`config.mk`:
```
export PLATFORM = sky130hd
export DESIGN_NAME = con_xfer_engine
export DESIGN_NICKNAME = d
export VERILOG_FILES = /design/src/rtl/con_xfer_pkg.sv /design/src/rtl/con_ptr_regs.sv /design/src/rtl/con_rx_queue.sv /design/src/rtl/con_xfer_fsm.sv /design/src/rtl/con_xfer_engine.sv
export SDC_FILE = /design/constraint.sdc
export NUM_CORES = 2
export LEC_CHECK = 0
export BUFFER_PORTS_ARGS = -buffer_cell sky130_fd_sc_hd__buf_4
export CAP_MARGIN = 10
export CORE_AREA = 3 3 344 346
export DETAILED_ROUTE_END_ITERATION = 7
export DIE_AREA = 0 0 347 349
export PLACE_DENSITY_LB_ADDON = 0.2
export SETUP_SLACK_MARGIN = 0.3
export SYNTH_ARGS = -nofsm -noshare
export SYNTH_HDL_FRONTEND = slang
export SYNTH_HIERARCHICAL = 1
export SYNTH_SLANG_ARGS = --single-unit
```
`constraint.sdc`:
```
create_clock -name clk -period 5 [get_ports clk]
set_input_delay 1 -clock clk [delete_from_list [all_inputs] [get_ports clk]]
set_output_delay 1 -clock clk [all_outputs]
set_load 0.01 [all_outputs]
```
`src/rtl/con_xfer_pkg.sv`:
```
`timescale 1ns/1ps
package con_xfer_pkg;
   typedef enum logic [1:0] {
      SEL_PTR_LO = 2'd0,
      SEL_PTR_HI = 2'd1,
      SEL_LEN    = 2'd2
   } cfg_sel_e;

   typedef enum logic [1:0] {
      ST_IDLE = 2'd0,
      ST_TX   = 2'd1,
      ST_RX   = 2'd2
   } xfer_state_e;

   localparam logic OP_TX = 1'b0;
   localparam logic OP_RX = 1'b1;
endpackage

```
`src/rtl/con_ptr_regs.sv`:
```
`timescale 1ns/1ps
module con_ptr_regs
   import con_xfer_pkg::*;
#(
   parameter int REG_W   = 32,
   parameter bit SEXT_EN = 1'b1,
   localparam int PTR_W  = 2 * REG_W
) (
   input  logic             clk,
   input  logic             rst_n,
   input  logic             we,
   input  logic [1:0]       sel,
   input  logic [REG_W-1:0] wdata,
   input  logic             sext_mode,
   output logic [PTR_W-1:0] ptr_o,
   output logic [REG_W-1:0] len_o
);
   logic sext_on;

   generate
      if (SEXT_EN) begin : g_sext
         assign sext_on = sext_mode;
      end else begin : g_nosext
         logic unused_sext;
         assign unused_sext = sext_mode;
         assign sext_on     = 1'b0;
      end
   endgenerate

   always_ff @(posedge clk) begin
      if (!rst_n) begin
         ptr_o <= '0;
         len_o <= '0;
      end else if (we) begin
         case (cfg_sel_e'(sel))
            SEL_PTR_LO: begin
               ptr_o[REG_W-1:0] <= wdata;
               if (sext_on) ptr_o[PTR_W-1:REG_W] <= {REG_W{wdata[REG_W-1]}};
            end
            SEL_PTR_HI: ptr_o[PTR_W-1:REG_W] <= wdata;
            SEL_LEN:    len_o <= wdata;
            default:    ;
         endcase
      end
   end
endmodule

```
`src/rtl/con_rx_queue.sv`:
```
`timescale 1ns/1ps
module con_rx_queue #(
   parameter int DEPTH  = 128,
   parameter int DATA_W = 8,
   localparam int IDX_W = $clog2(DEPTH),
   localparam int CNT_W = $clog2(DEPTH + 1)
) (
   input  logic              clk,
   input  logic              rst_n,
   input  logic              push,
   input  logic [DATA_W-1:0] push_data,
   input  logic              pop,
   output logic              ready_o,
   output logic [DATA_W-1:0] head_o,
   output logic [CNT_W-1:0]  count_o
);
   logic [DATA_W-1:0] store [DEPTH];
   logic [IDX_W-1:0]  rd_idx, wr_idx;
   logic              do_push;

   assign ready_o = (count_o != CNT_W'(DEPTH));
   assign do_push = push && ready_o;
   assign head_o  = store[rd_idx];

   always_ff @(posedge clk) begin
      if (do_push) store[wr_idx] <= push_data;
   end

   always_ff @(posedge clk) begin
      if (!rst_n) begin
         rd_idx  <= '0;
         wr_idx  <= '0;
         count_o <= '0;
      end else begin
         if (do_push) wr_idx <= wr_idx + 1'b1;
         if (pop)     rd_idx <= rd_idx + 1'b1;
         case ({do_push, pop})
            2'b10:   count_o <= count_o + 1'b1;
            2'b01:   count_o <= count_o - 1'b1;
            default: ;
         endcase
      end
   end
endmodule

```
`src/rtl/con_xfer_fsm.sv`:
```
`timescale 1ns/1ps
module con_xfer_fsm
   import con_xfer_pkg::*;
#(
   parameter int REG_W  = 32,
   parameter int DATA_W = 8,
   parameter int CNT_W  = 8,
   localparam int PTR_W = 2 * REG_W
) (
   input  logic              clk,
   input  logic              rst_n,
   input  logic              cmd_valid,
   input  logic              cmd_op,
   input  logic [PTR_W-1:0]  ptr,
   input  logic [REG_W-1:0]  len,
   input  logic [CNT_W-1:0]  avail,
   input  logic [DATA_W-1:0] head,
   input  logic              mem_ack,
   input  logic [DATA_W-1:0] mem_rdata,
   output logic              mem_req,
   output logic              mem_we,
   output logic [PTR_W-1:0]  mem_addr,
   output logic [DATA_W-1:0] mem_wdata,
   output logic              pop,
   output logic              tx_valid,
   output logic [DATA_W-1:0] tx_data,
   output logic              busy,
   output logic              err
);
   xfer_state_e      state;
   logic [REG_W-1:0] remain;
   logic             accept, over_read, beat;

   assign accept    = cmd_valid && (state == ST_IDLE);
   assign over_read = (cmd_op == OP_RX) && (len > REG_W'(avail));
   assign beat      = (state != ST_IDLE) && mem_ack;

   assign busy      = (state != ST_IDLE);
   assign mem_req   = busy;
   assign mem_we    = (state == ST_RX);
   assign mem_wdata = head;
   assign pop       = beat && (state == ST_RX);

   always_ff @(posedge clk) begin
      if (!rst_n) begin
         state    <= ST_IDLE;
         mem_addr <= '0;
         remain   <= '0;
         err      <= 1'b0;
         tx_valid <= 1'b0;
         tx_data  <= '0;
      end else begin
         tx_valid <= 1'b0;
         if (accept) begin
            if (len == '0) begin
               err <= 1'b0;
            end else if (over_read) begin
               err <= 1'b1;
            end else begin
               err      <= 1'b0;
               state    <= (cmd_op == OP_RX) ? ST_RX : ST_TX;
               mem_addr <= ptr;
               remain   <= len;
            end
         end else if (beat) begin
            mem_addr <= mem_addr + 1'b1;
            remain   <= remain - 1'b1;
            if (remain == REG_W'(1)) state <= ST_IDLE;
            if (state == ST_TX) begin
               tx_valid <= 1'b1;
               tx_data  <= mem_rdata;
            end
         end
      end
   end
endmodule

```
`src/rtl/con_xfer_engine.sv`:
```
`timescale 1ns/1ps
module con_xfer_engine
   import con_xfer_pkg::*;
#(
   parameter int REG_W   = 32,
   parameter int DATA_W  = 8,
   parameter int DEPTH   = 128,
   parameter bit SEXT_EN = 1'b1,
   localparam int PTR_W  = 2 * REG_W,
   localparam int CNT_W  = $clog2(DEPTH + 1)
) (
   input  logic              clk,
   input  logic              rst_n,
   input  logic              cfg_we,
   input  logic [1:0]        cfg_sel,
   input  logic [REG_W-1:0]  cfg_wdata,
   input  logic              sext_mode,
   input  logic              cmd_valid,
   input  logic              cmd_op,
   input  logic              rx_in_valid,
   input  logic [DATA_W-1:0] rx_in_data,
   output logic              rx_in_ready,
   input  logic              irq_en,
   output logic              irq,
   output logic              tx_valid,
   output logic [DATA_W-1:0] tx_data,
   output logic              mem_req,
   output logic              mem_we,
   output logic [PTR_W-1:0]  mem_addr,
   output logic [DATA_W-1:0] mem_wdata,
   input  logic [DATA_W-1:0] mem_rdata,
   input  logic              mem_ack,
   output logic              busy,
   output logic              err,
   output logic [CNT_W-1:0]  rx_count
);
   generate
      if (DEPTH < 2 || (DEPTH & (DEPTH - 1)) != 0) begin : g_bad_depth
         $error("DEPTH must be a power of two of at least 2");
      end
      if (REG_W < CNT_W) begin : g_bad_regw
         $error("REG_W must cover the queue count");
      end
   endgenerate

   logic [PTR_W-1:0]  ptr_q;
   logic [REG_W-1:0]  len_q;
   logic [DATA_W-1:0] head;
   logic              pop;

   con_ptr_regs #(.REG_W(REG_W), .SEXT_EN(SEXT_EN)) u_regs (
      .clk(clk), .rst_n(rst_n), .we(cfg_we), .sel(cfg_sel), .wdata(cfg_wdata),
      .sext_mode(sext_mode), .ptr_o(ptr_q), .len_o(len_q)
   );

   con_rx_queue #(.DEPTH(DEPTH), .DATA_W(DATA_W)) u_queue (
      .clk(clk), .rst_n(rst_n), .push(rx_in_valid), .push_data(rx_in_data),
      .pop(pop), .ready_o(rx_in_ready), .head_o(head), .count_o(rx_count)
   );

   con_xfer_fsm #(.REG_W(REG_W), .DATA_W(DATA_W), .CNT_W(CNT_W)) u_fsm (
      .clk(clk), .rst_n(rst_n), .cmd_valid(cmd_valid), .cmd_op(cmd_op),
      .ptr(ptr_q), .len(len_q), .avail(rx_count), .head(head),
      .mem_ack(mem_ack), .mem_rdata(mem_rdata), .mem_req(mem_req),
      .mem_we(mem_we), .mem_addr(mem_addr), .mem_wdata(mem_wdata), .pop(pop),
      .tx_valid(tx_valid), .tx_data(tx_data), .busy(busy), .err(err)
   );

   assign irq = irq_en && (rx_count != '0);
endmodule

```
# ---- After elaboration in Yosys (flattened, before gate mapping)
# Memory sizes are Yosys's and may differ from the RTL's. A register that Yosys moved wholly into a read port is not among the register bits.
# Cells that the tools add are included.
dict set report word_totals {
  memories 1
  inputBits 59
  ff_bits 226
  ramBits 1024
}
dict set report classes {
  addsub 6
  n_eq_ne 11
  n_reduce_logical 22
  bitwise 3
  order_cmp 1
  muxes 24
}
# memory words width rd rd_clocked_by_memory_dff wr line
set memory_table {}
lappend memory_table {u_queue.store 128 8 1 1 1 con_rx_queue.sv:17} ;# logic [DATA_W-1:0] store [DEPTH];
# op count
set op_table {}
lappend op_table {{$mux W64} 4}
lappend op_table {{$mux W32} 5}
lappend op_table {{$add A64 B1 Y64 const B} 1}
lappend op_table {{$pmux W32 S2} 1}
lappend op_table {{$eq A32 B1 Y1 const B} 1}
lappend op_table {{$gt A32 B8 Y1} 1}
lappend op_table {{$logic_not A32 Y1} 1}
lappend op_table {{$sub A32 B1 Y32 const B} 1}
lappend op_table {{$pmux W8 S2} 1}
lappend op_table {{$add A7 B1 Y7 const B} 2}
lappend op_table {{$mux W7} 2}
lappend op_table {{$mux W2} 6}
lappend op_table {{$reduce_bool A2 Y1} 5}
lappend op_table {{$reduce_and A3 Y1} 3}
lappend op_table {{$add A8 B1 Y8 const B} 1}
lappend op_table {{$ne A8 B8 Y1 const B} 1}
lappend op_table {{$reduce_bool A8 Y1} 1}
lappend op_table {{$sub A8 B1 Y8 const B} 1}
lappend op_table {{$eq A2 B1 Y1 const B} 3}
lappend op_table {{$eq A2 B2 Y1 const B} 3}
lappend op_table {{$logic_and A1 B1 Y1} 6}
lappend op_table {{$ne A2 B2 Y1 const B} 3}
lappend op_table {{$mux W1} 5}
lappend op_table {{$logic_not A2 Y1} 2}
lappend op_table {{4 further kinds} 7}

# ---- Longest topological paths before layout
dict set report depth {
  ltp_word 5
  ltp_mapped 15
  ltp_nobuf 12
}

# ---- Hierarchy
# The synthesis kept the hierarchy.
# module seq_area_each_um2 n_inst cells_per_inst area_each_um2
set modules_own_cells {}
lappend modules_own_cells {con_rx_queue 31330.0 1 2092 41018.1}
lappend modules_own_cells {con_xfer_fsm 2162.1 1 968 7165.6}
lappend modules_own_cells {con_ptr_regs 1921.8 1 398 3512.1}
lappend modules_own_cells {con_xfer_engine 0.0 1 3 20.0}

# ---- Worst setup path before layout
# No wires, ideal clock.
dict set report synth_timing {
  path_kind {input to register}
  startpoint {input rx_in_valid}
  endpoint {register u_queue.count_o[6]}
  setup_time_ns 0.076
  n_path_buf 2
  setup_slack_ns 1.624
  t_arrival_ns 3.301
  t_required_ns 4.924
  path_stages 13
  path_cell_list {a21boi_2 inv_1 ha_1 buf_2 buf_1 xor2_1 ha_1 a21oi_2 o21ai_0 a221oi_2 a31oi_1 or3_1 a21boi_0}
}
dict set report synth_via {
  elab_chain_cells 3
}
# element line
set synth_lines {}
lappend synth_lines {{start, declared} con_xfer_engine.sv:20} ;# input logic rx_in_valid,
lappend synth_lines {{$logic_and A1 B1 Y1 (*)} con_rx_queue.sv:22} ;# assign do_push = push && ready_o;
lappend synth_lines {{$eq A2 B1 Y1 / $eq A2 B2 Y1 (equally long branches)} con_rx_queue.sv:37} ;# case ({do_push, pop})
lappend synth_lines {{$pmux W8 S2 / $reduce_bool A2 Y1 (equally long branches)} -}
lappend synth_lines {{end signal, assigned} con_rx_queue.sv:38} ;# 2'b10: count_o <= count_o + 1'b1;
lappend synth_lines {{end signal, assigned} con_rx_queue.sv:39} ;# 2'b01: count_o <= count_o - 1'b1;
lappend synth_lines {{end, declared} con_rx_queue.sv:15} ;# output logic [CNT_W-1:0] count_o
# Mark *: on every way between the ends. The rest lies on a longest branch, timed or not.
# A chain may end at the register's enable or synchronous reset.

==> results.json <==
{
  "cts_buffer_depth": 3,
  "viasPerCell": 5.97,
  "synth-seq-cells": 1257,
  "busiest_layer": "met2",
  "cpMaxStageDelayCell": "dfxtp_4",
  "hold_path.class": "reg -> reg",
  "dp.cells": 4988,
  "worstHoldStart": "u_regs/ptr_o[0]",
  "cts_root_buf": "clkbuf_16",
  "use_met2_pct": 34.3,
  "met3_usage_pct": 3.98,
  "power_mw": 23.1,
  "yosys_warnings": 6,
  "ys_seq_area_share_pct": 68.5,
  "wirelength_um": 134000,
  "critical_path_required_ps": 4000,
  "synth_edf_count": 1024,
  "grt_usage_pct": 21.7,
  "critPathMaxFanout": 76,
  "worst_pin_slew_ps": 1160,
  "synth_cell_types": 91,
  "maxSlewHeadroom_pct": 22.8,
  "hold_viol_final": 0,
  "synthesis.area_per_instance_um2": 14.9,
  "seq_power_share_pct": 50.1,
  "switching_share_pct": 22.6,
  "crit_type": "reg -> out",
  "drv_cap": 0,
  "hpwl_um": 81300,
  "synth_fp_nets": 3536,
  "top_level_ports": 154,
  "ctsHoldBuffers": 0,
  "route.detailed.drc": 0,
  "finalCriticalPeriod_ps": 4590,
  "htreeDepth": 4,
  "ys.flop_type": "edfxtp_1",
  "vias": 31200,
  "timing.rr.start": "u_queue/count_o[3]",
  "globalplace.congestion": 0.831,
  "drive_gt1_share_pct": 19.7,
  "fin_crit_sh_pct": 91.9,
  "cp-start-kind": "register",
  "slew_violations": 0,
  "insertion_delay_ps": 740,
  "synth_area_mm2": 0.0517,
  "core-area_mm2": 0.116,
  "clock_sinks": 1257,
  "worstPathCellList": "buf_12 > buf_4 > mux2i_1 > o22ai_1 > a211oi_1 > nand2_1 > nand2_1 > nor3_2 > buf_4",
  "synthArstFlopShare_pct": 0,
  "crit_path_end_kind": "primary output",
  "critPathMaxStageDelay_ps": 580,
  "port_buffers": 153,
  "clkPwrFrac_pct": 43.7,
  "nNetsFinal": 3680,
  "hold_slack_ps": 455,
  "finalSetupTns_ps": 0,
  "numCtsBuffers": 135,
  "finalNonFillerCells": 5234,
  "syn_to_final_growth_pct": 14.0,
  "cpLargestDelayFamily": "buffers and inverters",
  "p_comb_share_pct": 6.2,
  "irDropWorstVdd_mv": 0.315,
  "rsz0062_at_grt": "no",
  "layout_common_cells": "edfxtp_1 (1024), nand2_1 (334), nor2_1 (249)",
  "setup_viol": 0,
  "p_per_area_mw_per_mm2": 392,
  "die_area_mm2": 0.121,
  "finalClockSkew_ps": 18.5,
  "intPower_mw": 17.9,
  "grt.overflow.total": 0,
  "grt_pass1_wl_um": 198000,
  "cts_tree": "yes",
  "first_global_vias": 30200,
  "clk_pin_slew_ps": 60,
  "antenna_found_initial": 0,
  "leakage_nw": 18.8,
  "grt_max_degree": 107,
  "syn_inst": 3461,
  "diodes": 0,
  "p_sw_mw": 5.21,
  "ant_nets": 0,
  "start_util_pct": 44.7,
  "postLayoutCoreUtil_pct": 50.9,
  "timing.fmax_mhz": 218,
  "final_common_cell": "edfxtp_1",
  "fp.dieH_um": 349,
  "globalRouteMet1Util_pct": 30.3,
  "worst-endpoint-arrival_ps": 3590,
  "drt_iter0_drc": 3402,
  "status": "completed",
  "wl_per_cell_um": 25.5,
  "path_buf_inv": 3,
  "die_w_um": 347,
  "num_rows": 125,
  "dr.pass1.iters": 5
}
[power by group through the flow]
stage / Combinational (mW) / Clock [mW] / Sequential [mW]
6_report: 1.43 / 10.1 / 11.6
5_1_grt: 1.56 / 10.8 / 11.6
4_1_cts: 1.42 / 10.3 / 11.6
3_5_place_dp: 1.42 / 0 / 11.8
3_3_place_gp: 1.40 / 0 / 11.8
2_1_floorplan: 0.858 / 0 / 11.8
[worst reg2reg max path, delay by kind of cell, from the launching register on]
kind            cells  cell delay (ps)
buf+inv             2              480
simple gates        2              460
fa+ha+maj           1              330
compound gates      4             1800
flops               1              650
[final timing paths]
kind / to / slack [ps] / depth (start not counted)
max: mem_wdata[3] / 410 / 9
min: u_regs/ptr_o[0] / 450 / 2
max reg2reg: u_fsm/remain[26] / 1170 / 9
min reg2reg: u_regs/ptr_o[0] / 450 / 2
[through the flow]
step                instance area [um^2]  worst slack (ps)
floorplan                          51700              1620
CTS                                58900               272
global route                       59000               309
global placement                   54300               994
finish                             59000               407
detailed placement                 54300               954
[final cells by class]
cell class / count / area (um^2)
Clock buffer: 174 / 3690
Multi-Input combinational cell: 1939 / 15000
Sequential cell: 1257 / 35400
Timing Repair Buffer: 244 / 1970
Clock inverter: 68 / 823
Tap cell: 1524 / 1910
Inverter: 28 / 105
Fill cell: 9644 / 56800
[cells by family (layout without fill, tap and decap cells)]
family	count (synthesis)	in the layout	synth area share (%)
muxes	341	341	11.1
DFF	1257	1257	68.5
xor gates and xnor gates	15	15	0.254
buffers and inverters	265	514	2.52
and+or+nand+nor	901	901	8.42
AOI/OAI and AO/OA	666	666	8.89
adders and majority gates	16	16	0.387
[cell usage after synthesis, drive strengths merged, types with 9 or more instances]
library cell,count,area (um^2)
nor2b,15,93.8
a22oi,69,538
or3,12,75.1
o41ai,9,97.6
and2,56,353
o21ai,86,430
ha,16,200
buf,132,798
a21oi,176,885
a31oi,21,131
nor4,31,264
a21boi,12,93.8
nor2,253,955
o22ai,70,438
mux4,184,4140
and3,19,119
inv,28,105
nand3b,13,101
dfxtp,233,4660
and4,11,97.6
xnor2,12,105
a211oi,77,578
clkbuf,105,402
o31ai,10,80.1
nor3,38,235
nand2,336,1260
o221a,52,586
mux2i,157,1570
o32ai,11,104
edfxtp,1024,30700
nand4,40,278
a221oi,11,103
nand3,53,283
[state kept, by name (all words and copies together) (netlist names), named ones only]
register         count
u_fsm/tx_data        8
u_fsm/remain        32
u_queue/store     1024
u_fsm/state          2
u_fsm/tx_valid       1
u_queue/wr_idx       7
u_fsm/err            1
u_regs/len_o        32
u_regs/ptr_o        64
u_fsm/mem_addr      64
u_queue/count_o      8
u_queue/rd_idx       7
[metal layers]
metal / part of all wire, % / vias to the layer above
li1: - / 13900
met2: 47 / 1236
met1: 43 / 15900
met3: 6.7 / 240
met4: 3.3 / 0
met5: 0 / -
[timing repair]
action                     CTS  global route
gates cloned                 0             1
setup endpoints to repair    8             8
pin swaps                    1             0
setup buffers                2             1
hold endpoints to repair     0             0
gates resized for setup      4             6
No activity file was read; power rests on OpenSTA's default activity.
